### src/rtl/clk_lock_pkg.sv
package clk_lock_pkg;

    typedef enum logic [1:0] {
        SRC_XTAL  = 2'b00,
        SRC_TXPAR = 2'b01,
        SRC_TXSER = 2'b10,
        SRC_ALT   = 2'b11
    } ref_src_e;

    typedef enum logic [1:0] {
        ST_UNLOCK,
        ST_PEND,
        ST_LOCKED,
        ST_HOLD
    } lock_state_e;

endpackage

### src/rtl/lck_edge_sync.sv
module lck_edge_sync #(
    parameter int N      = 4,
    parameter int STAGES = 2
) (
    input  logic         clk,
    input  logic         rst_n,
    input  logic [N-1:0] async_i,
    output logic [N-1:0] rise_o
);
    // Synchronizer stages, plus one more flop used for edge detection
    for (genvar g = 0; g < N; g++) begin : g_bit
        logic [STAGES:0] sh;
        always_ff @(posedge clk or negedge rst_n) begin
            if (!rst_n) sh <= '0;
            else        sh <= {sh[STAGES-1:0], async_i[g]};
        end
        assign rise_o[g] = sh[STAGES-1] & ~sh[STAGES];
    end
endmodule

### src/rtl/lck_ref_select.sv
module lck_ref_select
    import clk_lock_pkg::*;
#(
    parameter int SER_DIV = 8
) (
    input  logic       clk,
    input  logic       rst_n,
    input  logic       xtal_rise,
    input  logic       txpar_rise,
    input  logic       txser_rise,
    input  logic [1:0] ref_sel,
    input  logic       mon_en,
    input  logic       remote_lb,
    output logic       ref_tick,
    output logic       hold
);
    localparam int DW = $clog2(SER_DIV);

    logic [DW-1:0] div_q;
    logic          ser_tick;
    logic          tx_sel;
    ref_src_e      src;

    assign src      = ref_src_e'(ref_sel);
    assign ser_tick = txser_rise && (div_q == DW'(SER_DIV - 1));

    always_ff @(posedge clk or negedge rst_n) begin
        if (!rst_n)          div_q <= '0;
        else if (ser_tick)   div_q <= '0;
        else if (txser_rise) div_q <= div_q + 1'b1;
    end

    always_comb begin
        unique case (src)
            SRC_TXPAR: ref_tick = txpar_rise;
            SRC_TXSER: ref_tick = ser_tick;
            SRC_XTAL,
            SRC_ALT:   ref_tick = xtal_rise;
        endcase
    end

    assign tx_sel = (src == SRC_TXPAR) || (src == SRC_TXSER);
    assign hold   = tx_sel && !(mon_en && !remote_lb);
endmodule

### src/rtl/lck_window.sv
module lck_window #(
    parameter int WIN_LOG2 = 14,
    parameter int TOL      = 8
) (
    input  logic clk,
    input  logic rst_n,
    input  logic restart,
    input  logic ref_tick,
    input  logic rec_tick,
    output logic win_done,
    output logic in_range
);
    localparam int          CW  = WIN_LOG2 + 2;
    localparam int          WIN = 1 << WIN_LOG2;
    localparam logic [CW:0] LO  = (CW+1)'(WIN - TOL);
    localparam logic [CW:0] HI  = (CW+1)'(WIN + TOL);

    logic [WIN_LOG2-1:0] ref_cnt;
    logic [CW-1:0]       rec_cnt;
    logic [CW:0]         rec_total;

    assign win_done  = ref_tick && (&ref_cnt);
    assign rec_total = {1'b0, rec_cnt} + (CW+1)'(rec_tick);
    assign in_range  = (rec_total >= LO) && (rec_total <= HI);

    always_ff @(posedge clk or negedge rst_n) begin
        if (!rst_n) begin
            ref_cnt <= '0;
            rec_cnt <= '0;
        end else if (restart) begin
            ref_cnt <= '0;
            rec_cnt <= '0;
        end else begin
            if (ref_tick) ref_cnt <= ref_cnt + 1'b1;
            if (win_done)
                rec_cnt <= '0;
            else if (rec_tick && !(&rec_cnt))
                rec_cnt <= rec_cnt + 1'b1;
        end
    end
endmodule

### src/rtl/clk_lock_monitor.sv
module clk_lock_monitor
    import clk_lock_pkg::*;
#(
    parameter int WIN_LOG2 = 14,
    parameter int TOL      = 8,
    parameter int SER_DIV  = 8,
    parameter int STAGES   = 2
) (
    input  logic       clk,
    input  logic       rst_n,
    input  logic       xtal_clk,
    input  logic       txpar_clk,
    input  logic       txser_clk,
    input  logic       rec_clk,
    input  logic [1:0] ref_sel,
    input  logic       mon_en,
    input  logic       remote_lb,
    input  logic       irq_clr,
    output logic       lock,
    output logic       irq
);
    logic [3:0]  rise;
    logic        ref_tick;
    logic        hold;
    logic        win_done;
    logic        in_range;
    logic        restart;
    logic [1:0]  sel_q;
    logic        lock_q;
    logic        lock_d;
    logic        irq_q;
    lock_state_e state_q;
    lock_state_e state_d;

    lck_edge_sync #(.N(4), .STAGES(STAGES)) u_sync (
        .clk     (clk),
        .rst_n   (rst_n),
        .async_i ({rec_clk, txser_clk, txpar_clk, xtal_clk}),
        .rise_o  (rise)
    );

    lck_ref_select #(.SER_DIV(SER_DIV)) u_sel (
        .clk        (clk),
        .rst_n      (rst_n),
        .xtal_rise  (rise[0]),
        .txpar_rise (rise[1]),
        .txser_rise (rise[2]),
        .ref_sel    (ref_sel),
        .mon_en     (mon_en),
        .remote_lb  (remote_lb),
        .ref_tick   (ref_tick),
        .hold       (hold)
    );

    assign restart = hold || (ref_sel != sel_q);

    lck_window #(.WIN_LOG2(WIN_LOG2), .TOL(TOL)) u_win (
        .clk      (clk),
        .rst_n    (rst_n),
        .restart  (restart),
        .ref_tick (ref_tick),
        .rec_tick (rise[3]),
        .win_done (win_done),
        .in_range (in_range)
    );

    // State register
    always_ff @(posedge clk or negedge rst_n) begin
        if (!rst_n) state_q <= ST_UNLOCK;
        else        state_q <= state_d;
    end

    // Next-state logic
    always_comb begin
        state_d = state_q;
        if (hold) begin
            state_d = ST_HOLD;
        end else begin
            unique case (state_q)
                ST_HOLD:   state_d = lock_q ? ST_LOCKED : ST_UNLOCK;
                ST_UNLOCK: if (win_done && in_range) state_d = ST_PEND;
                ST_PEND:   if (win_done) state_d = in_range ? ST_LOCKED : ST_UNLOCK;
                ST_LOCKED: if (win_done && !in_range) state_d = ST_UNLOCK;
            endcase
        end
    end

    assign lock_d = (state_d == ST_LOCKED) || ((state_d == ST_HOLD) && lock_q);

    // Output registers
    always_ff @(posedge clk or negedge rst_n) begin
        if (!rst_n) begin
            lock_q <= 1'b0;
            irq_q  <= 1'b0;
            sel_q  <= '0;
        end else begin
            lock_q <= lock_d;
            irq_q  <= (lock_d != lock_q) || (irq_q && !irq_clr);
            sel_q  <= ref_sel;
        end
    end

    assign lock = lock_q;
    assign irq  = irq_q;
endmodule

### config.mk
export PLATFORM = sky130hd
export DESIGN_NAME = clk_lock_monitor
export DESIGN_NICKNAME = d
export VERILOG_FILES = /design/src/rtl/clk_lock_pkg.sv /design/src/rtl/lck_edge_sync.sv /design/src/rtl/lck_ref_select.sv /design/src/rtl/lck_window.sv /design/src/rtl/clk_lock_monitor.sv
export SDC_FILE = /design/constraint.sdc
export NUM_CORES = 1
export LEC_CHECK = 0
export ABC_CLOCK_PERIOD_IN_PS = 3250
export CORE_MARGIN = 5
export CORE_UTILIZATION = 60
export DETAILED_ROUTE_END_ITERATION = 7
export DONT_BUFFER_PORTS = 1
export PLACE_DENSITY = 0.74
export SLEW_MARGIN = 40
export SYNTH_ARGS = -nofsm -noshare
export SYNTH_HDL_FRONTEND = slang
export SYNTH_SLANG_ARGS = --single-unit
### constraint.sdc
create_clock -name clk -period 3.25 [get_ports clk]
set_input_delay 0.65 -clock clk [delete_from_list [all_inputs] [get_ports clk]]
set_output_delay 0.65 -clock clk [all_outputs]
set_load 0.02 [all_outputs]
## Yosys cells after proc, flatten, opt, wreduce, memory -nomap -nowiden

Index checks and enable logic that the tools add are counted.

| word-level totals | value |
|---|---|
| register bits after elaboration | 51 |
| latch bits | 0 |
| bits in writable memories | 0 |
| bits in read-only memories | 0 |
| input port bits | 11 |
| output and inout port bits | 2 |
| logic and storage cells | 78 |
| memories kept | 0 |

| cells by class | value |
|---|---|
| add/subtract/negate cells | 4 |
| $mul | 0 |
| div/mod/pow operators | 0 |
| magnitude comparators | 2 |
| equal/unequal tests | 11 |
| shift-type cells | 0 |
| muxes and demuxes | 15 |
| bitwise gates (word level) | 8 |
| reduce and logical (&&, ||, !) cells | 27 |

Operators by type and width:

| kind | number |
|---|---|
| $mux W16 | 3 |
| $mux W14 | 2 |
| $add A16 B1 Y17 | 1 |
| $ge A17 B14 Y1 const B | 1 |
| $le A17 B15 Y1 const B | 1 |
| $add A16 B1 Y16 const B | 1 |
| $reduce_and A16 Y1 | 1 |
| $add A14 B1 Y14 const B | 1 |
| $reduce_and A14 Y1 | 1 |
| $eq A2 B2 Y1 const B | 6 |
| $mux W2 | 6 |
| $logic_and A1 B1 Y1 | 10 |
| $pmux W2 S4 | 1 |
| $mux W3 | 2 |
| $logic_not A1 Y1 | 5 |
| $and A1 B1 Y1 | 4 |
| $eq A2 B1 Y1 const B | 2 |
| $logic_not A2 Y1 | 2 |
| $logic_or A1 B1 Y1 | 4 |
| $not A1 Y1 | 4 |
| $reduce_bool A2 Y1 | 2 |
| $add A3 B1 Y3 const B | 1 |
| $eq A3 B3 Y1 const B | 1 |
| $pmux W1 S3 | 1 |
| other kinds (4) | 4 |

## Longest topological paths before layout

Gate-level depths: netlist of run 1.

| logic depth | value |
|---|---|
| depth in word-level cells | 15 |
| gate-level depth with buffers | 11 |
| gate-level depth less buffers | 11 |

## Hierarchy

A second synthesis of run 1 with hierarchy kept.

| unflattened totals | value |
|---|---|
| cells, all modules | 289 |
| area total of the unflattened synthesis | 2,840.2 um2 |

Modules (own cells, without submodules):

| module | instances | cells each | area each (um2) | sequential area each (um2) |
|---|---|---|---|---|
| lck_window | 1 | 225 | 1,995.7 | 750.7 |
| lck_edge_sync | 1 | 16 | 355.3 | 300.3 |
| clk_lock_monitor | 1 | 27 | 284.0 | 150.1 |
| lck_ref_select | 1 | 21 | 205.2 | 75.1 |

## Worst setup path before layout of run 1

Ideal clock, no wire load.

| path | value |
|---|---|
| path type | input to register |
| start point | input ref_sel[0] |
| end point | register irq_q (netlist: irq) |
| library setup time | 0.074 ns |
| arrival | 2.490 ns |
| required time | 3.176 ns |
| slack | 0.686 ns |
| stages on the path | 11 |
| path buffers | 1 |
| path through | inv_1 ha_1 and3b_1 a311o_1 nand4_1 or3b_1 buf_6 nor4b_4 o21ai_1 and4_1 o21ai_2 |

| between the ends | value |
|---|---|
| longest elaborated chain between the ends | 13 |
| elaborated cells on any way between the ends | 22 |
| classes of those cells | 6 x eq/ne; 6 x mux; 10 x reduce/logical |

RTL lines:

| what | RTL line | text |
|---|---|---|
| start: declaration | clk_lock_monitor.sv:15 | `input logic [1:0] ref_sel,` |
| $eq A2 B2 Y1 / $logic_not A2 Y1 (equally long branches) | lck_ref_select.sv:34 | `unique case (src)` |
| $reduce_or A2 Y1 | lck_ref_select.sv:34 |  |
| $pmux W1 S3 | lck_ref_select.sv:34 |  |
| $logic_and A1 B1 Y1 | lck_window.sv:22 | `assign win_done = ref_tick && (&ref_cnt);` |
| $logic_and A1 B1 Y1 (on tied branches) | clk_lock_monitor.sv:83, clk_lock_monitor.sv:81 |  |
| $mux W2 (on tied branches) | clk_lock_monitor.sv:83, clk_lock_monitor.sv:81 |  |
| $pmux W2 S4 | clk_lock_monitor.sv:79 | `unique case (state_q)` |
| $mux W2 (*) | clk_lock_monitor.sv:76 | `if (hold) begin` |
| $eq A2 B2 Y1 | clk_lock_monitor.sv:88 | `assign lock_d = (state_d == ST_LOCKED) \|\| ((state_d == ST_HOLD) && lock_q);` |
| $logic_and A1 B1 Y1 | clk_lock_monitor.sv:88 |  |
| $logic_or A1 B1 Y1 (*) | clk_lock_monitor.sv:88 |  |
| $ne A1 B1 Y1 (*) | clk_lock_monitor.sv:98 | `irq_q <= (lock_d != lock_q) \|\| (irq_q && !irq_clr);` |
| $logic_or A1 B1 Y1 (*) | clk_lock_monitor.sv:98 |  |
| end signal: assignment | clk_lock_monitor.sv:98 |  |
| end: declaration | clk_lock_monitor.sv:31 | `logic irq_q;` |

Mark *: on every way between the ends. The rest lies on a longest branch, timed or not.
A chain may end at the register's enable or synchronous reset.

## Worst setup path after layout of run 1

| path | value |
|---|---|
| start point | register u_sync.g_bit[3].sh[2] |
| end point | register irq_q (netlist: irq) |

| between the ends | value |
|---|---|
| longest elaborated chain between the ends | 15 |
| elaborated cells on any way between the ends | 21 |
| classes of those cells | 1 x add/sub; 2 x order compare; 3 x eq/ne; 6 x mux; 2 x bitwise; 7 x reduce/logical |

RTL lines:

| what | RTL line | text |
|---|---|---|
| start: declaration | lck_edge_sync.sv:12 | `logic [STAGES:0] sh;` |
| start signal: assignment | lck_edge_sync.sv:15 | `else sh <= {sh[STAGES-1:0], async_i[g]};` |
| $not A1 Y1 (*) | lck_edge_sync.sv:17 | `assign rise_o[g] = sh[STAGES-1] & ~sh[STAGES];` |
| $and A1 B1 Y1 (*) | lck_edge_sync.sv:17 |  |
| $add A16 B1 Y17 (*) | lck_window.sv:23 | `assign rec_total = {1'b0, rec_cnt} + (CW+1)'(rec_tick);` |
| $ge A17 B14 Y1 / $le A17 B15 Y1 (equally long branches) | lck_window.sv:24 | `assign in_range = (rec_total >= LO) && (rec_total <= HI);` |
| $logic_and A1 B1 Y1 (*) | lck_window.sv:24 |  |
| $logic_not A1 Y1 | clk_lock_monitor.sv:83 | `ST_LOCKED: if (win_done && !in_range) state_d = ST_UNLOCK;` |
| $logic_and A1 B1 Y1 | clk_lock_monitor.sv:83 |  |
| $mux W2 | clk_lock_monitor.sv:83 |  |
| $pmux W2 S4 (*) | clk_lock_monitor.sv:79 |  |
| $mux W2 (*) | clk_lock_monitor.sv:76 |  |
| $eq A2 B2 Y1 | clk_lock_monitor.sv:88 |  |
| $logic_and A1 B1 Y1 | clk_lock_monitor.sv:88 |  |
| $logic_or A1 B1 Y1 (*) | clk_lock_monitor.sv:88 |  |
| $ne A1 B1 Y1 (*) | clk_lock_monitor.sv:98 |  |
| $logic_or A1 B1 Y1 (*) | clk_lock_monitor.sv:98 |  |

Marks and branches as above.

==> run_results.csv, run 1 <==
group,metric,value,unit
sta,fmax,365,MHz
cells_and_area,antenna_cells,0,
yosys,ys_seq_elements,51,
floorplanning,floorplan.initialDensity,61.4,%
detailed_routing,vias,2093,
run,maxCapViolations,0,
grt,antenna_found_initial,0,
yosys,ys.flop_type,"dfrtp_1",
yosys,synth_seq_area_share,44.3,%
grt,grt_first_pass_wirelength,9170,um
clock_tree,cts_setup_buffers,0,
sta,finalSetupTns,0,ps
placement,place_ws,335,ps
detailed_routing,wl_per_cell,15.2,um
outcome,status,"finished clean",
sta,clock-skew-final,13.4,ps
yosys,netlist_instances,298,
floorplanning,die_h,79.3,um
setup_path,critPathKind,"reg -> reg",
detailed_routing,drc,0,
sta,hold_viol,0,
detailed_routing,vias_per_cell,6.05,
setup_path,end_kind,"flop",
yosys,yosys.cell_types.count,56,
floorplanning,die_w,79.3,um
setup_path,crit_fanout,6,
floorplanning,rows,25,
yosys,yosysWarnings,0,
sta,rsz0062_at_grt,"no",
sta,timing.final.ws_setup,513,ps
placement,gp_congestion,0.937,
detailed_routing,routed_wl,5250,um
clock_tree,tritoncts,"built",
clock_tree,clock_latency,310,ps
setup_path,start_kind,"flop",
clock_tree,cts.clk_slew.worst_paths,90,ps
sta,setup_violations,0,
clock_tree,clock_path_buffers,2,
cells_and_area,nets,310,
clock_tree,cts.sinks,51,
sta,slew_headroom,51.1,%
detailed_routing,ant_nets,0,
setup_path,reg2reg_depth,11,
setup_path,required,3460,ps
power,irDropWorstVdd,0.245,mV
sta,holdWs,30.9,ps
floorplanning,die-area,0.00629,mm2
yosys,async_reset_ff_share,100,%
yosys,syn_area,0.00288,mm2
yosys,avgSynthCellArea,9.67,um2
placement,dpl_cell_area,0.00287,mm2
sta,post-route-period-util,84.2,%
cells_and_area,drive_above_1_share,8.56,%
sta,period_needed,2740,ps
grt,overflow,0,
cells_and_area,final_util,63.3,%
hold_path,hold_path_class,"in -> async",
setup_path,crit_arrival,2940,ps
sta,slew_viol_final,0,
placement,dp_hpwl,3720,um
sta,worstMarginPinSlew,731,ps
clock_tree,cts_buffers,5,
detailed_routing,drtIter0Drc,184,
cells_and_area,area_growth,3.08,%
grt,grt_max_degree,52,
detailed_routing,dr.pass1.iters,5,
yosys,syn-num-nets,317,
grt,grt_usage,18.2,%
clock_tree,root_buffer,"clkbuf_8",
floorplanning,ios,13,
grt,grt_pass1_vias,1962,
cells_and_area,design_area,0.00297,mm2
clock_tree,htree_levels,2,
power,p_per_area,425,mW/mm2
yosys,synth_edf_count,0,
placement,port_buffers,0,
floorplanning,coreArea,0.00469,mm2
clock_tree,ctsResizeCount,0,
power,p_leak,1.17,nW
==> sequential cells by signal, summed over array words and instances (netlist names) <==
register	count
irq	1
lock	1
sel_q	2
state_q	2
u_sel.div_q	3
u_sync.g_bit.sh	12
u_win.rec_cnt	16
u_win.ref_cnt	14
==> path summary, 6_finish.rpt <==
kind	from	end	slack (ps)
max in group asynchronous	rst_n	u_win.rec_cnt[8]	1960
worst max register to register	u_sync.g_bit[3].sh[2]	irq	510
worst min-delay path	rst_n	u_win.rec_cnt[6]	30
worst min register to register	u_sync.g_bit[1].sh[0]	u_sync.g_bit[1].sh[1]	350
worst max-delay path	u_sync.g_bit[3].sh[2]	irq	510
min in group clk	u_sync.g_bit[1].sh[0]	u_sync.g_bit[1].sh[1]	350
==> layout by cell type, fill, tap and decap left out, types with 9 or more instances in the layout <==
cell and instances:
dfrtp_1 51, nor2_1 40, xnor2_1 20, nand2_1 17
nand3_1 14, xor2_1 13, inv_1 12, nand4_1 12
o21ai_0 11, nor3_1 9, or3_1 9
==> cells in the mapped netlist, types with 3 or more instances <==
cell type | instances | share of area, %
dfrtp_1 | 51 | 44
nor2_1 | 40 | 5.2
xnor2_1 | 20 | 6.1
nand2_1 | 17 | 2.2
nand3_1 | 14 | 2.4
xor2_1 | 13 | 4.0
inv_1 | 12 | 1.6
nand4_1 | 12 | 2.6
o21ai_0 | 11 | 1.9
buf_2 | 9 | 1.6
nor3_1 | 9 | 1.6
or3_1 | 9 | 2.0
a21oi_1 | 8 | 1.4
ha_1 | 8 | 3.5
and4_1 | 5 | 1.5
clkbuf_1 | 4 | 0.52
nor2b_1 | 4 | 0.87
mux2i_1 | 3 | 1.0
nand2b_1 | 3 | 0.65
==> what timing repair did <==
item	4_1_cts	5_1_grt
hold buffers	0	1
endpoints found under the setup margin	0	0
endpoints found under the hold margin	0	16
==> kinds of logic (layout without fill, tap and decap cells) <==
logic type | count (synthesis) | count (layout) | share of synthesized area (%)
simple gates | 135 | 135 | 26.9
flops | 51 | 51 | 44.3
compound gates | 37 | 37 | 8.73
xor+xnor | 33 | 33 | 10.0
buf+inv | 29 | 23 | 4.73
fa+ha+maj | 8 | 8 | 3.48
mux | 5 | 5 | 1.82
==> metal layers <==
layer	vias to the layer above	track usage [%]	share of wire [%]
met3	10	3.85	4.9
met2	55	28.8	46
met5	-	0	0
met1	1001	25.1	48
li1	1027	-	-
met4	0	5.67	1.4
==> stage by stage <==
stage / total power, mW / cells
after floorplan: 0.875 / 298
after global placement: 0.902 / 337
after detailed placement: 0.911 / 337
after CTS: 1.27 / 345
after global routing: 1.33 / 346
final: 1.26 / 346
==> report_power, final <==
group          internal (mW)  leakage [nW]  total, mW  switching, mW
Sequential             0.682         0.665      0.748         0.0662
Clock                  0.152        0.0483      0.362          0.210
Combinational         0.0761         0.460      0.150         0.0742
Total                  0.910          1.17       1.26          0.351
==> area by class of cell <==
type / count / area, um2
flip-flops and latches: 51 / 1280
fillers: 372 / 1720
multi-input cells: 218 / 1470
clock buffers: 5 / 68.8
well taps: 54 / 67.6
clock inverters: 3 / 18.8
repair buffers: 3 / 25.0
inverters: 12 / 45.0
==> worst max-delay path, cell delays in order (launching register included) <==
cell and delay, ps:
dfrtp_1 370, nor2b_1 160, ha_1 270, ha_1 240
nand3_2 170, nor4_4 340, nor3b_2 250, nor3_1 100
a32oi_2 320, o21bai_1 160, and4_1 220, o21ai_2 50
Note: power is estimated with default switching activity, not from simulation.
==> inputs of run 2 (changes only) <==
ABC_CLOCK_PERIOD_IN_PS = 2600   (was 3250)
clock period = 2.6 ns   (was 3.25 ns; I/O delays follow)
==> run 2 against run 1 <==
Effect of this change: flip-flop and latch count stayed put; total power is 30% higher; wire length is 5.6% higher; combinational power is 45% higher; first-iteration DRC count is 25% lower; core utilization is 5.2 points higher; clock skew is 6.8 ps lower; die area stayed put; register-to-register slack worse by 380 ps; global-route usage is 0.49 points higher; critical path depth stayed put; critical endpoint is now state_q[1].
==> run_results.csv, run 2 (same netlist as run 1, synthesis figures left out) <==
group,metric,value,unit
setup_path,cp.buffers_inverters,2,
floorplanning,die_w,79.3,um
detailed_routing,vias_per_cell,6.04,
power,power_switching,485,uW
cells_and_area,antenna_cells,0,
cells_and_area,final_util,68.5,%
clock_tree,tritoncts,"built",
placement,dp_hpwl,3820,um
run,maxCapViolations,0,
floorplanning,coreArea,0.00469,mm2
setup_path,cpMostUsedCell,"nor2b_4",
setup_path,end_kind,"flop",
setup_path,rrSetupSlack,140,ps
floorplanning,die-area,0.00629,mm2
setup_path,cp_cell_sequence,"nor2b_4, ha_4, buf_6, buf_4, nand4_1, or4_1, nand3_1, o311a_1, a32oi_4, nor2b_4, o311ai_2",
detailed_routing,wl_per_cell,15.4,um
sta,clock-skew-final,6.58,ps
sta,period_needed,2460,ps
outcome,status,"finished clean",
setup_path,critPathMaxStageDelay,480,ps
cells_and_area,nets,324,
setup_path,crit_fanout,6,
power,p_total,1.64,mW
power,combPwrFrac,13.3,%
grt,grt_usage,18.7,%
floorplanning,die_h,79.3,um
grt,antenna_found_initial,0,
power,pwr-share-seq,57.2,%
setup_path,cp_num_cells,11,
setup_path,slowest_stage,"or4_1",
placement,dpl_cell_area,0.00296,mm2
sta,post-route-period-util,94.8,%
placement,port_buffers,0,
setup_path,cp_top_family,"simple AND/OR/NAND/NOR gates",
floorplanning,rows,25,
grt,grt_first_pass_wirelength,9390,um
cells_and_area,final_cell_mix,"dfrtp_1, nor2_1, xnor2_1",
clock_tree,cts.clk_slew.worst_paths,100,ps
cells_and_area,final_common_cell,"dfrtp_1",
power,clkPwrFrac,29.4,%
power,internal_power,1.15,mW
setup_path,r2r-end,"state_q[1]",
hold_path,hold_path_class,"in -> async",
setup_path,r2r-start,"u_sync.g_bit[3].sh[2]",
detailed_routing,drc,0,
sta,worstMarginPinSlew,548,ps
floorplanning,ios,13,
floorplanning,floorplan.initialDensity,61.4,%
sta,setup_violations,0,
cells_and_area,design_area,0.00321,mm2
cells_and_area,drive_above_1_share,17.0,%
detailed_routing,drtIter0Drc,138,
setup_path,crit_arrival,2680,ps
power,p_per_area,510,mW/mm2
placement,gp_congestion,0.920,
setup_path,critPathKind,"reg -> reg",
clock_tree,htree_levels,2,
clock_tree,clock_latency,310,ps
grt,grt_max_degree,52,
sta,slew_viol_final,0,
setup_path,required,2820,ps
grt,overflow,0,
clock_tree,clock_path_buffers,2,
power,p_leak,1.30,nW
sta,hold_viol,0,
detailed_routing,routed_wl,5550,um
sta,holdWs,44.0,ps
power,switching_share,29.6,%
detailed_routing,dr.pass1.iters,4,
cells_and_area,largest-register,"u_win.rec_cnt",
setup_path,start_kind,"flop",
clock_tree,cts_buffers,5,
clock_tree,cts.sinks,51,
power,irDropWorstVdd,0.467,mV
sta,fmax,406,MHz
cells_and_area,area_growth,11.5,%
sta,slew_headroom,63.4,%
grt,grt_pass1_vias,2009,
cells_and_area,largestRegisters,"u_win.rec_cnt x16, u_win.ref_cnt x14, u_sync.g_bit.sh x12",
detailed_routing,vias,2173,
setup_path,reg2reg_depth,11,
cells_and_area,largest_reg_flops,16,
clock_tree,root_buffer,"clkbuf_8",
detailed_routing,ant_nets,0,
## run 2: power groups by stage
stage / sequential, mW / combinational (mW) / clock [mW]
after floorplan: 0.928 / 0.167 / 0
after global placement: 0.948 / 0.180 / 0
after detailed placement: 0.949 / 0.187 / 0
after CTS: 0.932 / 0.209 / 0.489
after global routing: 0.948 / 0.249 / 0.525
final: 0.938 / 0.218 / 0.483
## run 2: stage by stage
stage / setup TNS [ps] / worst slack [ps] / instances
floorplan: 0 / 137 / 298
global placement: 0 / 66.9 / 349
detailed placement: -72.4 / -66.7 / 349
CTS: 0 / 4.54 / 358
global route: -0.410 / -0.410 / 360
finish: 0 / 135 / 360
## run 2: final cells by class
class	count	area, um2
Clock inverter	3	23.8
Sequential cell	51	1280
Multi-Input combinational cell	218	1580
Fill cell	342	1480
Clock buffer	5	68.8
Timing Repair Buffer	17	151
Inverter	12	45.0
Tap cell	54	67.6
## run 2: timing repair
| item | 4_1_cts | 5_1_grt |
|---|---|---|
| pin swaps | 2 | 5 |
| buffers inserted | 0 | 2 |
| setup endpoints to repair | 3 | 4 |
| gates resized for setup | 0 | 22 |
| hold buffers | 1 | 0 |
| endpoints found under the hold margin | 51 | 0 |
## run 2: worst register-to-register path: stages, from the launching register on
cell and delay (ps):
dfrtp_1 400, nor2b_4 140, ha_4 150, buf_6 110, buf_4 110, nand4_1 100
or4_1 480, nand3_1 120, o311a_1 220, a32oi_4 90, nor2b_4 180, o311ai_2 260
## run 2: per-layer routing
metal | up-vias | part of all wire (%) | GRT usage, % | wire (um)
li1 | 1057 | - | - | -
met1 | 1056 | 47 | 26.0 | 2620
met2 | 50 | 47 | 29.4 | 2600
met3 | 10 | 4.7 | 3.51 | 263
met4 | 0 | 1.2 | 6.36 | 67
met5 | - | 0 | 0 | 0
## run 2: worst max-delay path by stage
stage                          startpoint          to  slack (ps)
floorplan           u_sync.g_bit[3].sh[2]         irq         140
global route        u_sync.g_bit[3].sh[1]  state_q[1]        -0.4
CTS                 u_sync.g_bit[3].sh[1]  state_q[1]           5
finish              u_sync.g_bit[3].sh[2]  state_q[1]         140
global placement    u_sync.g_bit[3].sh[2]         irq          70
detailed placement  u_sync.g_bit[3].sh[1]         irq         -70
